==> src/rtl/sref_cal_pkg.sv <==
package sref_cal_pkg;

   // trial and final-programming steps, in issue order
   typedef enum logic [3:0] {
      ST_OFF, ST_DLY, ST_RST0, ST_RST1, ST_CLR, ST_ON, ST_RD,
      ST_FOFF, ST_FDLY, ST_FON
   } step_e;

   typedef enum logic [2:0] {
      C_IDLE, C_ACC, C_SETTLE, C_PICK, C_DONE
   } ctl_e;

   typedef enum logic [1:0] {
      B_IDLE, B_ADDR, B_RDW, B_ACK
   } bus_e;

endpackage

==> src/rtl/sref_cal_step.sv <==
module sref_cal_step
   import sref_cal_pkg::*;
#(
   parameter int CODE_W = 3,
   parameter int ADDR_W = 12,
   parameter int DATA_W = 8,
   parameter logic [ADDR_W-1:0] CTRL_ADDR = 12'h060,
   parameter logic [ADDR_W-1:0] DLY_ADDR  = 12'h061,
   parameter logic [ADDR_W-1:0] FLAG_ADDR = 12'h06C,
   parameter logic [ADDR_W-1:0] LRST_ADDR = 12'h201,
   parameter logic [DATA_W-1:0] LRST_D0   = 8'h3E,
   parameter logic [DATA_W-1:0] LRST_D1   = 8'h3F,
   parameter logic [DATA_W-1:0] FLAG_CLR  = 8'h07,
   parameter logic [DATA_W-1:0] PROC_ON   = 8'h01
) (
   input  step_e              step,
   input  logic [CODE_W-1:0]  trial_code,
   input  logic [CODE_W-1:0]  final_code,
   output logic               wr,
   output logic [ADDR_W-1:0]  addr,
   output logic [DATA_W-1:0]  wdata
);

   always_comb begin
      wr    = 1'b1;
      addr  = CTRL_ADDR;
      wdata = '0;
      unique case (step)
         ST_OFF, ST_FOFF: begin
            addr  = CTRL_ADDR;
            wdata = '0;
         end
         ST_DLY: begin
            addr  = DLY_ADDR;
            wdata = DATA_W'(trial_code);
         end
         ST_FDLY: begin
            addr  = DLY_ADDR;
            wdata = DATA_W'(final_code);
         end
         ST_RST0: begin
            addr  = LRST_ADDR;
            wdata = LRST_D0;
         end
         ST_RST1: begin
            addr  = LRST_ADDR;
            wdata = LRST_D1;
         end
         ST_CLR: begin
            addr  = FLAG_ADDR;
            wdata = FLAG_CLR;
         end
         ST_ON, ST_FON: begin
            addr  = CTRL_ADDR;
            wdata = PROC_ON;
         end
         ST_RD: begin
            wr    = 1'b0;
            addr  = FLAG_ADDR;
            wdata = '0;
         end
         default: begin
            wr    = 1'b1;
            addr  = CTRL_ADDR;
            wdata = '0;
         end
      endcase
   end

endmodule

==> src/rtl/sref_cal_bus.sv <==
module sref_cal_bus
   import sref_cal_pkg::*;
#(
   parameter int ADDR_W = 12,
   parameter int DATA_W = 8
) (
   input  logic              clk,
   input  logic              rst_n,
   input  logic              req,
   input  logic              wr_i,
   input  logic [ADDR_W-1:0] addr_i,
   input  logic [DATA_W-1:0] wdata_i,
   output logic              ack,
   output logic [DATA_W-1:0] rdata_o,
   output logic              reg_valid,
   input  logic              reg_ready,
   output logic              reg_write,
   output logic [ADDR_W-1:0] reg_addr,
   output logic [DATA_W-1:0] reg_wdata,
   input  logic              reg_rvalid,
   input  logic [DATA_W-1:0] reg_rdata
);

   bus_e st;

   always_ff @(posedge clk or negedge rst_n) begin
      if (!rst_n) begin
         st      <= B_IDLE;
         rdata_o <= '0;
      end else begin
         unique case (st)
            B_IDLE: if (req) st <= B_ADDR;
            B_ADDR: if (reg_ready) st <= wr_i ? B_ACK : B_RDW;
            B_RDW: begin
               if (reg_rvalid) begin
                  rdata_o <= reg_rdata;
                  st      <= B_ACK;
               end
            end
            B_ACK:   st <= B_IDLE;
            default: st <= B_IDLE;
         endcase
      end
   end

   // the address and data come straight from the step decoder;
   // they stay stable because the step only advances on ack
   assign reg_valid = (st == B_ADDR);
   assign reg_write = wr_i;
   assign reg_addr  = addr_i;
   assign reg_wdata = wdata_i;
   assign ack       = (st == B_ACK);

endmodule

==> src/rtl/sref_cal_window.sv <==
module sref_cal_window #(
   parameter int CODE_W = 3,
   localparam int N_CODES = 1 << CODE_W
) (
   input  logic [N_CODES-1:0] pass_map,
   output logic               found,
   output logic [CODE_W-1:0]  best
);

   logic [CODE_W:0]   cur_len;
   logic [CODE_W:0]   top_len;
   logic [CODE_W-1:0] top_end;

   // scan upward; a strict compare keeps the lower run on a tie
   always_comb begin
      cur_len = '0;
      top_len = '0;
      top_end = '0;
      for (int i = 0; i < N_CODES; i++) begin
         if (pass_map[i]) cur_len = cur_len + 1'b1;
         else             cur_len = '0;
         if (cur_len > top_len) begin
            top_len = cur_len;
            top_end = CODE_W'(i);
         end
      end
   end

   assign found = (top_len != '0);
   // centre = end - floor(len/2) gives the lower middle for even runs
   assign best  = top_end - top_len[CODE_W:1];

endmodule

==> src/rtl/sref_cal_ctl.sv <==
module sref_cal_ctl
   import sref_cal_pkg::*;
#(
   parameter int CODE_W           = 3,
   parameter int ADDR_W           = 12,
   parameter int DATA_W           = 8,
   parameter int SETTLE_CYC       = 16,
   parameter bit LINK_RST_SUPPORT = 1'b1,
   parameter logic [ADDR_W-1:0] CTRL_ADDR = 12'h060,
   parameter logic [ADDR_W-1:0] DLY_ADDR  = 12'h061,
   parameter logic [ADDR_W-1:0] FLAG_ADDR = 12'h06C,
   parameter logic [ADDR_W-1:0] LRST_ADDR = 12'h201,
   parameter logic [DATA_W-1:0] LRST_D0   = 8'h3E,
   parameter logic [DATA_W-1:0] LRST_D1   = 8'h3F,
   parameter logic [DATA_W-1:0] FLAG_CLR  = 8'h07,
   parameter logic [DATA_W-1:0] PROC_ON   = 8'h01,
   parameter int DIRTY_BIT   = 0,
   parameter int REALIGN_BIT = 2,
   parameter int SYNC_BIT    = 3,
   localparam int N_CODES = 1 << CODE_W,
   localparam int CNT_W   = $clog2(SETTLE_CYC + 1)
) (
   input  logic               clk,
   input  logic               rst_n,
   input  logic               start,
   input  logic               link_rst_en,
   output logic               reg_valid,
   input  logic               reg_ready,
   output logic               reg_write,
   output logic [ADDR_W-1:0]  reg_addr,
   output logic [DATA_W-1:0]  reg_wdata,
   input  logic               reg_rvalid,
   input  logic [DATA_W-1:0]  reg_rdata,
   output logic               busy,
   output logic               done,
   output logic               no_good,
   output logic               link_en,
   output logic [CODE_W-1:0]  chosen_code,
   output logic [N_CODES-1:0] pass_map
);

   // elaboration checks
   if (CODE_W < 1 || CODE_W > 6) begin : g_bad_code_w
      $error("sref_cal_ctl: CODE_W must be 1..6");
   end
   if (DATA_W < 8 || DATA_W < CODE_W) begin : g_bad_data_w
      $error("sref_cal_ctl: DATA_W too narrow");
   end
   if (SETTLE_CYC < 1) begin : g_bad_settle
      $error("sref_cal_ctl: SETTLE_CYC must be at least 1");
   end
   if (DIRTY_BIT >= DATA_W || REALIGN_BIT >= DATA_W || SYNC_BIT >= DATA_W) begin : g_bad_bits
      $error("sref_cal_ctl: flag bit outside data word");
   end

   // variant: link-core reset trials present or stripped
   logic mode_req;
   if (LINK_RST_SUPPORT) begin : g_lrst
      assign mode_req = link_rst_en;
   end else begin : g_no_lrst
      logic unused_mode;
      assign unused_mode = link_rst_en;
      assign mode_req    = 1'b0;
   end

   ctl_e               state;
   step_e              step;
   logic [CODE_W-1:0]  code_q;
   logic [CODE_W-1:0]  fin_q;
   logic               mode_q;
   logic               found_q;
   logic [N_CODES-1:0] pass_q;
   logic [CNT_W-1:0]   cnt_q;
   logic               done_q, err_q, link_q;

   logic               acc_wr, ack;
   logic [ADDR_W-1:0]  acc_addr;
   logic [DATA_W-1:0]  acc_wdata;
   logic [DATA_W-1:0]  rd_q;
   logic               win_found;
   logic [CODE_W-1:0]  win_best;
   logic               trial_fail;

   sref_cal_step #(
      .CODE_W(CODE_W), .ADDR_W(ADDR_W), .DATA_W(DATA_W),
      .CTRL_ADDR(CTRL_ADDR), .DLY_ADDR(DLY_ADDR), .FLAG_ADDR(FLAG_ADDR),
      .LRST_ADDR(LRST_ADDR), .LRST_D0(LRST_D0), .LRST_D1(LRST_D1),
      .FLAG_CLR(FLAG_CLR), .PROC_ON(PROC_ON)
   ) u_step (
      .step(step), .trial_code(code_q), .final_code(fin_q),
      .wr(acc_wr), .addr(acc_addr), .wdata(acc_wdata)
   );

   sref_cal_bus #(.ADDR_W(ADDR_W), .DATA_W(DATA_W)) u_bus (
      .clk(clk), .rst_n(rst_n), .req(state == C_ACC),
      .wr_i(acc_wr), .addr_i(acc_addr), .wdata_i(acc_wdata),
      .ack(ack), .rdata_o(rd_q),
      .reg_valid(reg_valid), .reg_ready(reg_ready), .reg_write(reg_write),
      .reg_addr(reg_addr), .reg_wdata(reg_wdata),
      .reg_rvalid(reg_rvalid), .reg_rdata(reg_rdata)
   );

   sref_cal_window #(.CODE_W(CODE_W)) u_win (
      .pass_map(pass_q), .found(win_found), .best(win_best)
   );

   logic unused_rd;
   assign unused_rd = ^rd_q;

   assign trial_fail = rd_q[DIRTY_BIT] |
                       (mode_q & (rd_q[REALIGN_BIT] | rd_q[SYNC_BIT]));

   always_ff @(posedge clk or negedge rst_n) begin
      if (!rst_n) begin
         state   <= C_IDLE;
         step    <= ST_OFF;
         code_q  <= '0;
         fin_q   <= '0;
         mode_q  <= 1'b0;
         found_q <= 1'b0;
         pass_q  <= '0;
         cnt_q   <= '0;
         done_q  <= 1'b0;
         err_q   <= 1'b0;
         link_q  <= 1'b0;
      end else begin
         unique case (state)
            C_IDLE, C_DONE: begin
               if (start) begin
                  pass_q  <= '0;
                  code_q  <= '0;
                  fin_q   <= '0;
                  found_q <= 1'b0;
                  step    <= ST_OFF;
                  mode_q  <= mode_req;
                  done_q  <= 1'b0;
                  err_q   <= 1'b0;
                  link_q  <= 1'b0;
                  state   <= C_ACC;
               end
            end
            C_ACC: begin
               if (ack) begin
                  unique case (step)
                     ST_OFF:  step <= ST_DLY;
                     ST_DLY:  step <= mode_q ? ST_RST0 : ST_CLR;
                     ST_RST0: step <= ST_RST1;
                     ST_RST1: step <= ST_CLR;
                     ST_CLR:  step <= ST_ON;
                     ST_ON: begin
                        cnt_q <= '0;
                        state <= C_SETTLE;
                     end
                     ST_RD: begin
                        pass_q[code_q] <= ~trial_fail;
                        step           <= ST_OFF;
                        if (&code_q) state  <= C_PICK;
                        else         code_q <= code_q + 1'b1;
                     end
                     ST_FOFF: step <= ST_FDLY;
                     ST_FDLY: step <= ST_FON;
                     ST_FON: begin
                        state  <= C_DONE;
                        done_q <= 1'b1;
                        link_q <= found_q;
                        err_q  <= ~found_q;
                     end
                     default: step <= ST_OFF;
                  endcase
               end
            end
            C_SETTLE: begin
               if (cnt_q == CNT_W'(SETTLE_CYC - 1)) begin
                  step  <= ST_RD;
                  state <= C_ACC;
               end else begin
                  cnt_q <= cnt_q + 1'b1;
               end
            end
            C_PICK: begin
               found_q <= win_found;
               fin_q   <= win_found ? win_best : '0;
               step    <= ST_FOFF;
               state   <= C_ACC;
            end
            default: state <= C_IDLE;
         endcase
      end
   end

   assign busy        = (state == C_ACC) || (state == C_SETTLE) || (state == C_PICK);
   assign done        = done_q;
   assign no_good     = err_q;
   assign link_en     = link_q;
   assign chosen_code = fin_q;
   assign pass_map    = pass_q;

endmodule

==> config.mk <==
export PLATFORM = sky130hd
export DESIGN_NAME = sref_cal_ctl
export DESIGN_NICKNAME = d
export VERILOG_FILES = /design/src/rtl/sref_cal_pkg.sv /design/src/rtl/sref_cal_step.sv /design/src/rtl/sref_cal_bus.sv /design/src/rtl/sref_cal_window.sv /design/src/rtl/sref_cal_ctl.sv
export SDC_FILE = /design/constraint.sdc
export NUM_CORES = 1
export LEC_CHECK = 0
export BUFFER_PORTS_ARGS = -buffer_cell sky130_fd_sc_hd__buf_2
export CORE_UTILIZATION = 45
export DETAILED_ROUTE_END_ITERATION = 10
export GPL_TIMING_DRIVEN = 0
export PLACE_DENSITY = 0.75
export SETUP_SLACK_MARGIN = 0.5
export SLEW_MARGIN = 20
export SYNTH_ARGS = -nofsm -noshare
export SYNTH_HDL_FRONTEND = slang
export SYNTH_SLANG_ARGS = --single-unit
==> constraint.sdc <==
create_clock -name clk -period 10.2 [get_ports clk]
set_input_delay 2.04 -clock clk [delete_from_list [all_inputs] [get_ports clk]]
set_output_delay 2.04 -clock clk [all_outputs]
set_load 0.01 [all_outputs]
# After elaboration in Yosys (flattened, before gate mapping)
# Index checks and enable logic that the tools add are counted.
# totals
reg_bits	37
inputBits	14
output_inout_bits	37
wordCells	168
# classes
n_addsub	10
order_cmp	10
eq_ne	31
muxes	72
bitwise	5
n_reduce_logical	27
# op_table
operator	n
4-bit 2-to-1 mux	17
3-bit 2-to-1 mux	14
6-bit one-hot mux with 6 select lines	1
4-bit one-hot mux with 8 select lines	1
10-bit one-hot mux with 3 select lines	1
4-bit by 1-bit adder with 4-bit output, second input constant	6
4-bit > comparator	6
8-bit 2-to-1 mux	3
2-bit != test, second input constant	10
4-bit by 3-bit == test with 1-bit output, second input constant	4
4-bit one-hot mux with 4 select lines	1
8-bit one-hot mux with 2 select lines	1
5-bit 2-to-1 mux	3
5-bit AND reduction	3
1-bit 2-to-1 mux	13
3-bit one-hot mux with 2 select lines	2
3-bit one-hot mux with 4 select lines	1
4-bit AND reduction	3
2-bit 2-to-1 mux	5
5-bit one-hot mux with 2 select lines	1
2-bit OR reduction	5
3-bit one-hot mux with 3 select lines	1
8-bit bitwise mux	1
4-bit by 2-bit == test with 1-bit output, second input constant	2
other kinds (34)	50

# Longest topological paths before layout
# depth
ltp_word	20
mapped_depth	50
depth_no_buf	48

# Cells and area by module
# Synthesis repeated with hierarchy kept, for this count alone.
# hier_totals
cells_unflattened	464
hier_area_um2	4205.3
# by_module_without_submodules
module	n_inst	cells_per_inst	area_each_um2	seq_area_each_um2
sref_cal_ctl	1	179	1761.7	775.7
sref_cal_window	1	193	1458.9	0.0
sref_cal_bus	1	57	720.7	250.2
sref_cal_step	1	35	264.0	0.0

# Worst setup path before layout
# OpenSTA, ideal clock, no wires.
# synth_path
path_kind	reg-to-reg
startpoint	reg pass_q[0] (netlist: pass_map[0])
endpoint	reg fin_q[2] (netlist: chosen_code[2])
setup_ns	0.087
arrival_ns	9.715
required_ns	10.113
slack_ns	0.399
path_stages_with_launch	50
path_buffers	2
period_less_slack_ns	9.801
path_cell_list	dfrtp_1 -> inv_1 -> ha_1 -> ha_1 -> and2_1 -> ha_1 -> nand2b_1 -> mux2i_1 -> o21ai_0 -> a21oi_1 -> ha_1 -> and3_1 -> a21oi_1 -> or2_2 -> a211oi_1 -> o21bai_1 -> ha_1 -> nor2b_1 -> (+14 left out) -> and4_1 -> a21oi_1 -> clkbuf_1 -> mux2_2 -> nand2_1 -> ha_1 -> nor2b_1 -> o21a_1 -> o21a_1 -> o21ai_1 -> nor3b_1 -> mux2i_1 -> o21ai_0 -> fa_1 -> or3_1 -> a21oi_1 -> o21ai_0 -> o211ai_1
# synth_via
elab_chain_len	20
word_cells_on_any_way	42
cone_classes	add/sub (8); order compare (8); mux (25); reduce/logical (1)
# synth_lines
element	line_no	source
start: declaration	sref_cal_ctl.sv:72	logic [N_CODES-1:0] pass_q;
start signal: indexed assignment	sref_cal_ctl.sv:155	pass_q[code_q] <= ~trial_fail;
1-bit 2-to-1 mux (*)	sref_cal_window.sv:20	if (pass_map[i]) cur_len = cur_len + 1'b1;
1-bit by 1-bit adder with 2-bit output or 1-bit > comparator (tied branches)	sref_cal_window.sv:20, sref_cal_window.sv:22	
4-bit 2-to-1 mux or 1-bit 2-to-1 mux (tied branches)	sref_cal_window.sv:20, sref_cal_window.sv:22	
4-bit by 1-bit adder with 4-bit output or 4-bit by 1-bit > comparator with 1-bit output (tied branches)	sref_cal_window.sv:20, sref_cal_window.sv:22	
4-bit 2-to-1 mux, on equally long branches	sref_cal_window.sv:20, sref_cal_window.sv:22	
4-bit by 1-bit adder with 4-bit output or 4-bit > comparator (tied branches)	sref_cal_window.sv:20, sref_cal_window.sv:22	
4-bit 2-to-1 mux, on equally long branches	sref_cal_window.sv:20, sref_cal_window.sv:22	
4-bit by 1-bit adder with 4-bit output or 4-bit > comparator (tied branches)	sref_cal_window.sv:20, sref_cal_window.sv:22	
(+4 left out)	n/a	
4-bit 2-to-1 mux, on equally long branches	sref_cal_window.sv:20, sref_cal_window.sv:22	
4-bit by 1-bit adder with 4-bit output or 4-bit > comparator (tied branches)	sref_cal_window.sv:20, sref_cal_window.sv:22	
4-bit 2-to-1 mux, on equally long branches	sref_cal_window.sv:20, sref_cal_window.sv:22	
4-bit > comparator	sref_cal_window.sv:22	if (cur_len > top_len) begin
3-bit 2-to-1 mux or 4-bit 2-to-1 mux (tied branches)	sref_cal_window.sv:22	
3-bit subtractor or 4-bit nonzero test (tied branches)	sref_cal_window.sv:31, sref_cal_window.sv:29	
3-bit 2-to-1 mux (*)	sref_cal_ctl.sv:182	fin_q <= win_found ? win_best : '0;
3-bit one-hot mux with 2 select lines (*)	sref_cal_ctl.sv:127	unique case (state)
end signal: assignment	sref_cal_ctl.sv:182	
end: declaration	sref_cal_ctl.sv:69	logic [CODE_W-1:0] fin_q;
# Every way passes the cells marked *; elsewhere a longest branch is shown, timed or not.
# A chain may end at the register's enable or synchronous reset.

# Worst setup path after layout
# Same ends and word-level chain as after synthesis.

==> results.py <==
metrics = {
    "min_path": {
        "min_path_type": "reg2reg",
    },
    "global_route": {
        "grt_remaining_overflow": 0,
        "track_usage_pct": 22.15,
        "grt_pass1_vias": 3454,
        "grt_max_degree": 37,
        "antenna_found_initial": 0,
        "grt_pass1_wl_um": 15810,
    },
    "worst_setup_path": {
        "cp_data_required_time_ns": 10.40,
        "cp_slowest_cell": "dfrtp_2",
        "worstSetupStartpointType": "flip-flop",
        "cp_slowest_stage_delay_ns": 0.46,
        "path_common_cell": "ha_4",
        "cp_max_fo": 5,
        "worst_ep_arrival_time_ns": 9.69,
        "crit_type": "reg2reg",
        "setup.worst_path.end_class": "flip-flop",
    },
    "layout": {
        "syn2layout_area_growth_pct": 22.31,
        "drive_gt1_share_pct": 26.72,
        "postLayoutCoreUtil_pct": 58.01,
        "nFillCells": 715,
        "antennaDiodeCount": 0,
        "finalInstanceArea_um2": 4576,
        "nNetsFinal": 593,
    },
    "floorplanning": {
        "die_width_um": 93.18,
        "core_um2": 7888,
        "floorplan.initialDensity_pct": 47.43,
        "rows": 32,
        "die-area_um2": 8683,
        "die_y_um": 93.18,
        "ioPinCount": 51,
    },
    "clock_tree": {
        "clk_latency_ns": 0.29,
        "clk_path_buf_depth": 2,
        "cts_tree": "done",
        "cts_hold_buf": 0,
        "htree_levels": 2,
        "cts.sink_count": 36,
        "numCtsBuffers": 5,
        "cts-root-buf": "clkbuf_8",
        "clk_pin_slew_ns": 0.07,
    },
    "detailed_routing": {
        "wl_met3_um": 431,
        "vias_per_cell": 5.722,
        "drt-wirelength-per-cell_um": 14.74,
        "vias": 3668,
        "wl_met1_um": 4395,
        "wl_met2_um": 4483,
        "routed_wl_um": 9449,
        "firstDrtPassIters": 5,
        "highest_layer": "met4",
        "drcViolationCount": 0,
        "final_antenna_net_count": 0,
        "drt-initial-drc-count": 214,
    },
    "sta": {
        "tightest_slew_ns": 0.8183,
        "max_freq_ghz": 0.1054,
        "slew_violations": 0,
        "fin_tns_setup_ns": 0,
        "period_minus_slack_ns": 9.484,
        "period_share_pct": 92.98,
        "finalSetupViolations": 0,
        "slew_headroom_pct": 45.45,
        "setup_ws_ns": 0.7163,
        "final.setup_skew_ns": 0.003351,
        "hold_viol": 0,
        "rsz0062_at_grt": "no",
    },
    "yosys": {
        "synth_edf_count": 0,
        "ys_seq_area_share_pct": 24.08,
        "synth-seq-cells": 36,
        "synth_cell_types": 71,
        "synthCells": 468,
        "avgSynthCellArea_um2": 7.994,
        "ys.flop_type": "dfrtp_1",
        "ys_async_sr_fraction_pct": 100.0,
        "yosysWarnings": 0,
        "syn_area_um2": 3741,
    },
    "outcome": {
        "outcome": "finished clean",
    },
    "placed_design": {
        "hpwl_um": 6991,
        "place.gp.congestion": 0.9150,
        "dpl_cell_area_um2": 4085,
        "dp_slack_ns": -0.8757,
        "io_buffers": 37,
    },
    "flow_run": {
        "maxCapViolations": 0,
    },
}
[final timing paths]
path,slack (ns),start,depth (start not counted),endpoint
setup / recovery,0.72,pass_map[0],49,chosen_code[2]
hold / removal,0.47,done,2,done
setup reg to reg,0.72,pass_map[0],49,chosen_code[2]
hold reg to reg,0.47,done,2,done
max in group asynchronous,7.79,rst_n,1,pass_map[0]
min in group asynchronous,1.83,rst_n,1,done
[logic make-up (layout without fill, tap and decap cells)]
| kind of cell | Yosys count | in the layout | share of synthesized area, % |
|---|---|---|---|
| other cells | 1 | 8 | 0.1002 |
| compound gates | 129 | 129 | 23.78 |
| simple gates | 179 | 179 | 24.41 |
| flops | 36 | 36 | 24.08 |
| mux | 20 | 20 | 5.585 |
| buf+inv | 59 | 123 | 7.425 |
| xor+xnor | 3 | 3 | 0.7025 |
| fa+ha+maj | 41 | 41 | 13.91 |
[registers in the layout, summed over array words and instances (netlist names)]
name,cells
state,3
found_q,1
code_q,3
u_bus.st,2
step,4
u_bus.rdata_o,3
no_good,1
chosen_code,3
mode_q,1
link_en,1
cnt_q,5
pass_map,8
done,1
[cell usage in the layout (no fill, tap or decap), types with 3 or more instances in the layout]
| cell type | count |
|---|---|
| nand2_1 | 52 |
| buf_2 | 37 |
| nor2_1 | 36 |
| dfrtp_1 | 34 |
| buf_4 | 33 |
| ha_1 | 32 |
| inv_1 | 29 |
| o21ai_0 | 26 |
| a21oi_1 | 22 |
| clkbuf_1 | 11 |
| mux2i_1 | 10 |
| nor3_1 | 10 |
| nand2b_1 | 9 |
| nor2b_1 | 9 |
| and2_1 | 9 |
| nand3_1 | 9 |
| ha_4 | 8 |
| conb_1 | 8 |
| nand4_1 | 7 |
| o211ai_1 | 7 |
| mux2_2 | 7 |
| o21ai_1 | 6 |
| o31ai_1 | 6 |
| clkbuf_8 | 6 |
| or2_2 | 5 |
| o21a_1 | 5 |
| and3_1 | 5 |
| o21ai_2 | 4 |
| a21o_1 | 4 |
| or3_1 | 3 |
| nand3b_1 | 3 |
| a21oi_2 | 3 |
| mux2i_2 | 3 |
| o2111ai_1 | 3 |
| o211a_1 | 3 |
| nor3b_1 | 3 |
[worst max-delay path, delay by kind of cell, from the launching register on]
family,cells,cell delay (ns)
compound gates,21,3.38
mux,3,0.77
fa+ha+maj,9,2.33
buf+inv,5,0.54
simple gates,11,1.89
flops,1,0.46
[through the flow]
stage,hold WS (ns),instances
floorplan,0.4498,475
global placement,0.4618,614
detailed placement,0.4666,614
CTS,0.4836,632
global route,0.5149,641
finish,0.4737,641
[area by class of cell]
type	instances	area, um^2	share of cell area (%)
plain buffers	29	185.2	4.047
clock buffers	6	82.58	1.805
clock inverters	2	10.01	0.2188
inverters	30	112.6	2.461
multi-input cells	380	2826	61.77
flip-flops and latches	36	903.4	19.74
well taps	102	127.6	2.789
repair buffers	56	327.8	7.164
[what timing repair did]
action | 4_1_cts | 5_1_grt
setup endpoints to repair | 4 | 4
pin swaps | 12 | 18
gates resized for setup | 27 | 29
cloned | 1 | 0
setup buffers | 9 | 9
[per-layer routing]
layer  vias up  global-route usage, %
met5         -                      0
met4         0                  3.846
met3        16                  3.008
met2       119                  37.93
met1      1719                  30.07
li1       1814                      -
[Yosys cell counts (7+ instances only)]
master,number,area [um^2]
buf_4,15,112.6
dfrtp_1,36,900.9
mux2i_1,13,130.1
nor2b_1,9,56.30
a21oi_1,26,130.1
nand4_1,7,43.79
nor2_1,38,142.6
mux2_2,7,78.83
clkbuf_1,14,52.55
o21ai_0,31,155.2
nand2b_1,9,56.30
nor3_1,10,50.05
inv_1,30,112.6
and2_1,10,62.56
nand2_1,52,195.2
ha_1,40,500.5
nand3_1,9,45.04
o211ai_1,7,52.55
Power is not shown: default switching activity piles up to over one toggle a cycle in this logic, so the estimate is an artifact.
